### src/rtl/dca_pkg.sv
package dca_pkg;

  // Where transfer requests come from
  typedef enum logic {
    REQ_EXT  = 1'b0,
    REQ_AUTO = 1'b1
  } req_src_e;

  // Granularity of one request
  typedef enum logic {
    XM_SINGLE = 1'b0,
    XM_BLOCK  = 1'b1
  } xfer_mode_e;

  // Channel activity state; DRAIN = stop requested, finishing the current block
  typedef enum logic [1:0] {
    ACT_IDLE  = 2'd0,
    ACT_RUN   = 2'd1,
    ACT_DRAIN = 2'd2
  } act_state_e;

endpackage

### src/rtl/dca_rst_sync.sv
module dca_rst_sync #(
  parameter int STAGES = 2
) (
  input  logic clk,
  input  logic rst_n,
  output logic srst_n
);

  logic [STAGES-1:0] sync_q;

  always_ff @(posedge clk or negedge rst_n) begin
    if (!rst_n) sync_q <= '0;
    else        sync_q <= {sync_q[STAGES-2:0], 1'b1};
  end

  assign srst_n = sync_q[STAGES-1];

endmodule

### src/rtl/dca_cfg_regs.sv
module dca_cfg_regs
  import dca_pkg::*;
#(
  parameter int CNT_W = 8,
  parameter int LEN_W = 4
) (
  input  logic             clk,
  input  logic             rst_n,
  input  logic             cfg_wr,
  input  logic             cfg_auto,
  input  logic             cfg_block,
  input  logic [CNT_W-1:0] cfg_count,
  input  logic [LEN_W-1:0] cfg_len,
  input  logic             locked,
  output req_src_e         req_src,
  output xfer_mode_e       xmode,
  output logic [CNT_W-1:0] load_count,
  output logic [LEN_W-1:0] load_len,
  output logic             cfg_ign
);

  req_src_e         src_q,   src_n;
  xfer_mode_e       mode_q,  mode_n;
  logic [CNT_W-1:0] count_q, count_n;
  logic [LEN_W-1:0] len_q,   len_n;
  logic             ign_q,   ign_n;
  logic             accept;
  logic             refuse;

  always_comb begin
    accept  = cfg_wr & ~locked;
    refuse  = cfg_wr &  locked;
    src_n   = src_q;
    mode_n  = mode_q;
    count_n = count_q;
    len_n   = len_q;
    ign_n   = ign_q;
    if (accept) begin
      src_n   = cfg_auto  ? REQ_AUTO : REQ_EXT;
      mode_n  = cfg_block ? XM_BLOCK : XM_SINGLE;
      count_n = cfg_count;
      len_n   = cfg_len;
      ign_n   = 1'b0;
    end else if (refuse) begin
      ign_n   = 1'b1;
    end
  end

  always_ff @(posedge clk or negedge rst_n) begin
    if (!rst_n) begin
      src_q   <= REQ_EXT;
      mode_q  <= XM_SINGLE;
      count_q <= '0;
      len_q   <= '0;
      ign_q   <= 1'b0;
    end else begin
      if (accept) begin
        src_q   <= src_n;
        mode_q  <= mode_n;
        count_q <= count_n;
        len_q   <= len_n;
      end
      if (cfg_wr) ign_q <= ign_n;
    end
  end

  // A start in the same cycle as an accepted write sees the new values
  assign load_count = accept ? cfg_count : count_q;
  assign load_len   = accept ? cfg_len   : len_q;
  assign req_src    = src_q;
  assign xmode      = mode_q;
  assign cfg_ign    = ign_q;

endmodule

### src/rtl/dca_unit_ctr.sv
module dca_unit_ctr
  import dca_pkg::*;
#(
  parameter int CNT_W = 8,
  parameter int LEN_W = 4
) (
  input  logic             clk,
  input  logic             rst_n,
  input  logic             arm,
  input  logic             kill,
  input  logic             fire,
  input  xfer_mode_e       xmode,
  input  logic [CNT_W-1:0] load_count,
  input  logic [LEN_W-1:0] load_len,
  output logic             in_block,
  output logic [LEN_W-1:0] blk_left,
  output logic [CNT_W-1:0] cnt_left,
  output logic             last_unit,
  output logic             final_unit,
  output logic             in_block_nxt
);

  localparam logic [LEN_W-1:0] LEN_ONE = LEN_W'(1);
  localparam logic [CNT_W-1:0] CNT_ONE = CNT_W'(1);

  logic [LEN_W-1:0] len_run_q, len_run_n;
  logic [LEN_W-1:0] blk_q,     blk_n;
  logic [CNT_W-1:0] cnt_q,     cnt_n;
  logic             inb_q,     inb_n;
  logic [LEN_W-1:0] eff_len;
  logic             is_blk;
  logic             blk_end;

  always_comb begin
    eff_len    = (load_len == '0) ? LEN_ONE : load_len;
    is_blk     = (xmode == XM_BLOCK);
    blk_end    = inb_q ? (blk_q == LEN_ONE) : (len_run_q == LEN_ONE);
    last_unit  = fire & (~is_blk | blk_end);
    final_unit = last_unit & (cnt_q == CNT_ONE);
  end

  always_comb begin
    len_run_n = len_run_q;
    blk_n     = blk_q;
    cnt_n     = cnt_q;
    inb_n     = inb_q;
    if (kill) begin
      inb_n = 1'b0;
      blk_n = '0;
    end else if (arm) begin
      len_run_n = eff_len;
      cnt_n     = load_count;
      inb_n     = 1'b0;
      blk_n     = '0;
    end else if (fire) begin
      if (is_blk) begin
        blk_n = inb_q ? (blk_q - LEN_ONE) : (len_run_q - LEN_ONE);
        inb_n = ~blk_end;
      end
      if (last_unit) cnt_n = cnt_q - CNT_ONE;
    end
  end

  always_ff @(posedge clk or negedge rst_n) begin
    if (!rst_n) begin
      len_run_q <= LEN_ONE;
      blk_q     <= '0;
      cnt_q     <= '0;
      inb_q     <= 1'b0;
    end else if (kill | arm | fire) begin
      len_run_q <= len_run_n;
      blk_q     <= blk_n;
      cnt_q     <= cnt_n;
      inb_q     <= inb_n;
    end
  end

  assign in_block     = inb_q;
  assign blk_left     = blk_q;
  assign cnt_left     = cnt_q;
  assign in_block_nxt = inb_n;

endmodule

### src/rtl/dca_active_ctl.sv
module dca_active_ctl
  import dca_pkg::*;
(
  input  logic       clk,
  input  logic       rst_n,
  input  logic       act_wr,
  input  logic       act_wdata,
  input  logic       kill,
  input  logic       count_nz,
  input  xfer_mode_e xmode,
  input  logic       last_unit,
  input  logic       final_unit,
  input  logic       in_block_nxt,
  output logic       active,
  output logic       arm
);

  act_state_e state_q, state_n;
  logic       stop_wr;

  always_comb begin
    arm     = act_wr & act_wdata & (state_q == ACT_IDLE) & ~kill & count_nz;
    stop_wr = act_wr & ~act_wdata;
    state_n = state_q;
    unique case (state_q)
      ACT_IDLE:  if (arm) state_n = ACT_RUN;
      ACT_RUN: begin
        if (final_unit) begin
          state_n = ACT_IDLE;
        end else if (stop_wr) begin
          state_n = ((xmode == XM_BLOCK) && in_block_nxt) ? ACT_DRAIN : ACT_IDLE;
        end
      end
      ACT_DRAIN: if (last_unit) state_n = ACT_IDLE;
      default:   state_n = ACT_IDLE;
    endcase
    if (kill) state_n = ACT_IDLE;
  end

  always_ff @(posedge clk or negedge rst_n) begin
    if (!rst_n) state_q <= ACT_IDLE;
    else        state_q <= state_n;
  end

  assign active = (state_q != ACT_IDLE);

endmodule

### src/rtl/dma_chan_activity.sv
module dma_chan_activity
  import dca_pkg::*;
#(
  parameter int CNT_W = 8,
  parameter int LEN_W = 4
) (
  input  logic             clk,
  input  logic             rst_n,
  input  logic             act_wr,
  input  logic             act_wdata,
  input  logic             cfg_wr,
  input  logic             cfg_auto,
  input  logic             cfg_block,
  input  logic [CNT_W-1:0] cfg_count,
  input  logic [LEN_W-1:0] cfg_len,
  input  logic             ext_req,
  input  logic             ext_abort,
  input  logic             rpt_ovf,
  input  logic             nmi,
  input  logic             hw_stby,
  output logic             active_rd,
  output logic             xfer_go,
  output logic             blk_busy,
  output logic [LEN_W-1:0] blk_left,
  output logic [CNT_W-1:0] cnt_left,
  output logic             cfg_ign
);

  logic             srst_n;
  req_src_e         req_src;
  xfer_mode_e       xmode;
  logic [CNT_W-1:0] load_count;
  logic [LEN_W-1:0] load_len;
  logic             active;
  logic             arm;
  logic             kill;
  logic             fire;
  logic             in_block;
  logic             last_unit;
  logic             final_unit;
  logic             in_block_nxt;
  logic             mode_auto;
  logic             mode_block;

  dca_rst_sync #(.STAGES(2)) u_rst (
    .clk    (clk),
    .rst_n  (rst_n),
    .srst_n (srst_n)
  );

  dca_cfg_regs #(.CNT_W(CNT_W), .LEN_W(LEN_W)) u_cfg (
    .clk        (clk),
    .rst_n      (srst_n),
    .cfg_wr     (cfg_wr),
    .cfg_auto   (cfg_auto),
    .cfg_block  (cfg_block),
    .cfg_count  (cfg_count),
    .cfg_len    (cfg_len),
    .locked     (active),
    .req_src    (req_src),
    .xmode      (xmode),
    .load_count (load_count),
    .load_len   (load_len),
    .cfg_ign    (cfg_ign)
  );

  // Stop events that end the channel at once
  always_comb begin
    kill       = ext_abort | rpt_ovf | nmi | hw_stby;
    mode_auto  = (req_src == REQ_AUTO);
    mode_block = (xmode == XM_BLOCK);
    fire       = active & ~kill & (in_block | mode_auto | ext_req);
  end

  dca_unit_ctr #(.CNT_W(CNT_W), .LEN_W(LEN_W)) u_ctr (
    .clk          (clk),
    .rst_n        (srst_n),
    .arm          (arm),
    .kill         (kill),
    .fire         (fire),
    .xmode        (xmode),
    .load_count   (load_count),
    .load_len     (load_len),
    .in_block     (in_block),
    .blk_left     (blk_left),
    .cnt_left     (cnt_left),
    .last_unit    (last_unit),
    .final_unit   (final_unit),
    .in_block_nxt (in_block_nxt)
  );

  dca_active_ctl u_act (
    .clk          (clk),
    .rst_n        (srst_n),
    .act_wr       (act_wr),
    .act_wdata    (act_wdata),
    .kill         (kill),
    .count_nz     (load_count != '0),
    .xmode        (xmode),
    .last_unit    (last_unit),
    .final_unit   (final_unit),
    .in_block_nxt (in_block_nxt),
    .active       (active),
    .arm          (arm)
  );

  assign active_rd = active;
  assign xfer_go   = fire;
  assign blk_busy  = in_block;

endmodule

### config.mk
export PLATFORM = sky130hd
export DESIGN_NAME = dma_chan_activity
export DESIGN_NICKNAME = d
export VERILOG_FILES = /design/src/rtl/dca_pkg.sv /design/src/rtl/dca_rst_sync.sv /design/src/rtl/dca_cfg_regs.sv /design/src/rtl/dca_unit_ctr.sv /design/src/rtl/dca_active_ctl.sv /design/src/rtl/dma_chan_activity.sv
export SDC_FILE = /design/constraint.sdc
export NUM_CORES = 1
export LEC_CHECK = 0
export BUFFER_PORTS_ARGS = -buffer_cell sky130_fd_sc_hd__buf_2
export CAP_MARGIN = 25
export CORE_ASPECT_RATIO = 1.4
export CORE_MARGIN = 2
export CORE_UTILIZATION = 60
export CTS_BUF_LIST = sky130_fd_sc_hd__clkbuf_4
export CTS_CLUSTER_DIAMETER = 50
export CTS_CLUSTER_SIZE = 12
export DETAILED_ROUTE_END_ITERATION = 10
export PLACE_DENSITY = 0.87
export SYNTH_ARGS = -nofsm -noshare
export SYNTH_HDL_FRONTEND = slang
export SYNTH_SLANG_ARGS = --single-unit
### constraint.sdc
create_clock -name clk -period 1.8 [get_ports clk]
set_input_delay 0.09 -clock clk [delete_from_list [all_inputs] [get_ports clk]]
set_output_delay 0.09 -clock clk [all_outputs]
set_load 0.03 [all_outputs]
Yosys cells after proc, flatten, opt, wreduce, memory -nomap -nowiden:

Index checks and enable logic that the tools add are counted.

* shifts and indexed selects: 0
* multipliers: 0
* equality and inequality tests: 8
* order comparisons: 0
* reductions and logical operators: 15
* add/subtract/negate cells: 3
* div/mod/pow operators: 0
* multiplexer cells: 27
* bitwise gates (word level): 24

Operator list (count)
* $mux W8: 4
* $mux W4: 7
* $mux W2: 6
* $and A1 B1 Y1: 11
* $mux W1: 9
* $reduce_and A3 Y1: 3
* $eq A4 B1 Y1 const B: 2
* $eq A8 B1 Y1 const B: 1
* $or A1 B1 Y1: 8
* $reduce_bool A2 Y1: 4
* $reduce_bool A8 Y1: 1
* $sub A4 B1 Y4 const B: 2
* $sub A8 B1 Y8 const B: 1
* $pmux W2 S3: 1
* $reduce_bool A3 Y1: 2
* $not A1 Y1: 5
* $logic_not A4 Y1: 1
* $ne A4 B2 Y1 const B: 1
* $reduce_and A4 Y1: 1
* $ne A3 B1 Y1 const B: 1
* $ne A3 B2 Y1 const B: 1
* $eq A2 B1 Y1 const B: 1
* $eq A2 B2 Y1 const B: 1
* $logic_not A2 Y1: 1
* 2 further kinds: 2

* input bits: 24
* output and inout bits: 16
* latch bits: 0
* logic and storage cells: 88
* memories: 0
* bits in read-only memories: 0
* bits in registers: 36
* memory bits (writable): 0

Longest topological paths before layout:

* depth after elaboration: 15
* depth in mapped cells: 7
* gate-level depth less buffers: 7

Cells and area by module:

From an unflattened synthesis, not the netlist that was laid out.

* cell total of the unflattened synthesis: 181
* area, all modules: 1993.2 um^2

Modules (own cells, without submodules)
* dca_unit_ctr: area an instance 1153.6 um^2, sequential area each 426.7 um^2, cells each 128, times used 1
* dca_cfg_regs: area an instance 615.6 um^2, sequential area each 375.4 um^2, cells each 32, times used 1
* dca_active_ctl: area an instance 131.4 um^2, sequential area each 50.0 um^2, cells each 12, times used 1
* dca_rst_sync: area an instance 53.8 um^2, sequential area each 50.0 um^2, cells each 3, times used 1
* dma_chan_activity: area an instance 38.8 um^2, sequential area each 0.0 um^2, cells each 6, times used 1

Worst setup path after synthesis:

No wires, ideal clock.

* path kind: register to register
* start: register u_ctr.inb_q (netlist: u_ctr.in_block)
* end: register u_ctr.cnt_q[1] (netlist: u_ctr.cnt_left[1])
* setup time: 0.128 ns
* data required time: 1.672 ns
* data arrival time: 1.964 ns
* stages on the path, launching flop included: 6
* slack: -0.292 ns
* buffers on the path: 0
* period minus slack after synthesis: 2.092 ns
* cells stage by stage: dfrtp_1 nor3_1 nor3_2 nand2b_1 mux2i_1 mux2_1

* cells in the longest elaborated chain, start to end: 6
* elaborated cells on any way between the ends: 10
* those cells by class: mux (1); bitwise (6); reduce/logical (3)

RTL lines
* start, declared: line dca_unit_ctr.sv:29 `logic inb_q, inb_n;`
* start signal, assigned: line dca_unit_ctr.sv:74 `inb_q <= inb_n;`
* $or A1 B1 Y1 * (2 in series): line dma_chan_activity.sv:72 `fire = active & ~kill & (in_block | mode_auto | ext_req);`
* $and A1 B1 Y1 *: line dma_chan_activity.sv:72
* via xfer_go: line dma_chan_activity.sv:22 `output logic xfer_go,`
* $and A1 B1 Y1: line dca_unit_ctr.sv:38 `last_unit = fire & (~is_blk | blk_end);`
* $reduce_bool A2 Y1 (no line)
* $reduce_and A4 Y1 (no line) *
* end signal, assigned: line dca_unit_ctr.sv:73 `cnt_q <= cnt_n;`
* end, declared: line dca_unit_ctr.sv:28 `logic [CNT_W-1:0] cnt_q, cnt_n;`

Mark *: on every way through the listed nets, which the timed path passes. The rest lies on a longest branch.
A chain may end at the register's enable or synchronous reset.

Worst setup path after layout:

* start: register u_ctr.cnt_q[0] (netlist: u_ctr.cnt_left[0])
* end: register u_ctr.cnt_q[5] (netlist: u_ctr.cnt_left[5])

* cells in the longest elaborated chain, start to end: 4

RTL lines
* $sub A8 B1 Y8: line dca_unit_ctr.sv:60 `if (last_unit) cnt_n = cnt_q - CNT_ONE;`
* $mux W8: line dca_unit_ctr.sv:60
* $mux W8: line dca_unit_ctr.sv:55 `end else if (fire) begin`
* $mux W8: line dca_unit_ctr.sv:50 `end else if (arm) begin`

No other way between the ends. The select of a mux whose other input is x is not followed.

==> flow_metrics.env <==
export IMPL_critical_path_top_delay_family="simple AND/OR/NAND/NOR gates"
export IMPL_root_buffer="clkbuf_4"
export IMPL_crit_chain="or3_1 > or4_4 > nor4_4 > xor2_1 > mux2_4"
export IMPL_ys_flop_type="dfrtp_1"
export IMPL_htreeDepth=2
export IMPL_cap_violations=0
export IMPL_setup_viol=14
export IMPL_rsz0062_at_grt="yes"
export IMPL_synth_area_sq_mm=0.00187
export IMPL_clock_sinks=36
export IMPL_dp_hpwl_mm=3.92
export IMPL_dpl_worst_slack_ps=-206
export IMPL_final_setup_skew_ps=14.3
export IMPL_vdd_drop_max_mv=0.909
export IMPL_synth_cell_types=42
export IMPL_clock_latency_ps=370
export IMPL_ys_seq_area_share_pct=48.3
export IMPL_synth_edf_count=0
export IMPL_hold_viol_final=0
export IMPL_syn_to_final_growth_pct=46.6
export IMPL_io_buffers=39
export IMPL_cts_made_buffers=5
export IMPL_drt_pass1_iter_count=4
export IMPL_period_minus_slack_ps=1980
export IMPL_crit_fanout=3
export IMPL_cp_num_buf_inv=0
export IMPL_placement_rows=24
export IMPL_worst_path_largest_cell_delay_ps=480
export IMPL_fmax_ghz=0.506
export IMPL_antenna_found_initial=0
export IMPL_avgSynthCellArea_sq_um=11.6
export IMPL_worstHoldPathType="primary input to register"
export IMPL_yosys_area_top_type_share_pct=46.9
export IMPL_arrival_ps=2240
export IMPL_synth_common_cells="35 x dfrtp_1, 16 x mux2_2, 9 x inv_1"
export IMPL_synthCells=161
export IMPL_finalCritPeriodShare_pct=110
export IMPL_synthTopCellsByArea="dfrtp_1 47%, mux2_2 9.6%, mux2_1 4.8%"
export IMPL_vias_per_cell=6.29
export IMPL_routedWlPerCell_microns=22.9
export IMPL_critPathKind="register to register"
export IMPL_n_antenna_cell=0
export IMPL_violations="negative setup slack"
export IMPL_synthArstFlopShare_pct=100
export IMPL_grt_max_degree=35
export IMPL_overflow=0
export IMPL_slowest_stage="or4_4"
export IMPL_timing_final_ws_setup_ps=-178
export IMPL_dieArea_sq_mm=0.00358
export IMPL_clk_pin_slew_worst_paths_ps=120
export IMPL_ys_ff_latch=36
export IMPL_endpoint_kind="register"
export IMPL_status="finished with violations"
export IMPL_ant_nets=0
export IMPL_final_nets=277
export IMPL_setup_worst_path_start_class="register"
export IMPL_finalMaxSlewViolations=0
export IMPL_grt_usage_pct=36.0
export IMPL_p_leak_nw=1.28
export IMPL_drt_initial_drc_count=132
export IMPL_yosys_area_top_type="dfrtp_1"
export IMPL_totalPowerFinal_mw=2.27
export IMPL_cp_required_ps=2060
export IMPL_grt_pass1_wl_mm=9.23
export IMPL_yosys_warnings=0
export IMPL_powerDensity_mw_per_mm2=827
export IMPL_core_area_sq_mm=0.00303
export IMPL_drc_errors=0
export IMPL_die_y_microns=70.0
export IMPL_start_util_pct=61.6
export IMPL_globalplace_congestion=0.834
export IMPL_die_w_microns=51.2
export IMPL_drive_above_1_share_pct=56.9
export IMPL_io_pins=40
export IMPL_grt_pass1_vias=1948
export IMPL_vias=1806
export IMPL_syn_num_nets=191
export IMPL_synth_most_common_cell="dfrtp_1"
export IMPL_cts_tree="done"
export IMPL_cts_buffer_depth=2
export IMPL_wirelength_mm=6.56
## power breakdown
group	switching, mW	internal (mW)
clock	0.300	0.150
combinational	0.425	0.390
sequential	0.0864	0.915
## logic make-up (layout without fill, tap and decap cells)
logic type      count (synthesis)  in the layout  synth area share, %
compound gates                 16             16                 5.49
xor+xnor                        9              9                 4.22
fa+ha+maj                       6              6                 4.02
buf+inv                        13            100                 2.81
flops                          36             36                 48.3
mux                            29             29                 17.1
other cells                     1              1                0.201
simple gates                   51             51                 17.9
## final timing paths
| kind | endpoint | depth (start not counted) | slack, ps | startpoint |
|---|---|---|---|---|
| min in group asynchronous | u_rst.sync_q[1]$_DFF_PN0_ | 2 | 30 | rst_n |
| setup reg to reg | u_ctr.cnt_left[5]$_DFFE_PN0P_ | 5 | -180 | u_ctr.cnt_left[0]$_DFFE_PN0P_ |
| hold reg to reg | u_cfg.count_q[7]$_DFF_PN0_ | 1 | 290 | u_rst.sync_q[1]$_DFF_PN0_ |
| setup / recovery | u_ctr.cnt_left[5]$_DFFE_PN0P_ | 5 | -180 | u_ctr.cnt_left[0]$_DFFE_PN0P_ |
| max in group asynchronous | u_ctr.cnt_left[0]$_DFFE_PN0P_ | 1 | 1160 | u_rst.sync_q[1]$_DFF_PN0_ |
| hold / removal | u_cfg.count_q[6]$_DFF_PN0_ | 2 | 10 | cfg_count[6] |
## per-layer routing
layer	vias to the layer above	GRT usage (%)	wire, microns
met2	114	61.5	3540
met4	0	25.2	359
met1	899	36.3	2220
met5	-	0	0
li1	753	-	-
met3	40	10.3	442
## final cells by class
type	count	area (sq um)
multi-input combinational	112	1110
tap	39	48.8
fill	124	293
clock inverter	3	18.8
inverter	9	33.8
timing repair buffer	83	574
sequential	36	912
clock buffer	5	37.5
## layout by cell type, fill, tap and decap left out, types with 3 or more instances in the layout
cell type and instances:
nand4b_1 3, buf_4 33, nor2_1 7, or4_4 3, buf_2 39, mux2i_1 5, nand2_1 5, clkbuf_4 5
xor2_1 3, dlygate4sd3_1 8, mux2_2 12, xnor2_1 5, mux2_4 10, dfrtp_2 8, ha_1 4, nand3b_1 3
inv_1 8, o21ai_0 4, nor3_1 3, nor4_1 3, dfrtp_1 27, nand3_1 3
## metrics by stage
step	instances	TNS, ps	util (%)	hold WS, ps	cell area (sq um)
2_1_floorplan	161	-803	-	-206	1960
3_3_place_gp	267	-583	80.5	-126	2440
3_5_place_dp	267	-1320	80.5	-124	2440
4_1_cts	283	-653	86.5	3.77	2620
5_1_grt	287	-1670	90.3	11.3	2740
6_report	287	-1200	90.3	10.0	2740
## what timing repair did
item	in CTS	in global routing
cloned	0	1
pin swaps	2	9
gates resized for setup	7	21
buffers inserted	1	3
endpoints found under the hold margin	8	1
hold buffers	7	1
setup endpoints to repair	14	16
## sequential cells by signal, indices dropped and copies added, names as in the netlist
register / count
u_ctr.cnt_left: 8
u_cfg.xmode: 1
u_cfg.req_src: 1
u_ctr.len_run_q: 4
u_act.state_q: 2
u_cfg.count_q: 8
u_cfg.len_q: 4
u_rst.sync_q: 2
u_cfg.cfg_ign: 1
u_ctr.blk_left: 4
u_ctr.in_block: 1
Note: power is estimated with default switching activity, not from simulation.
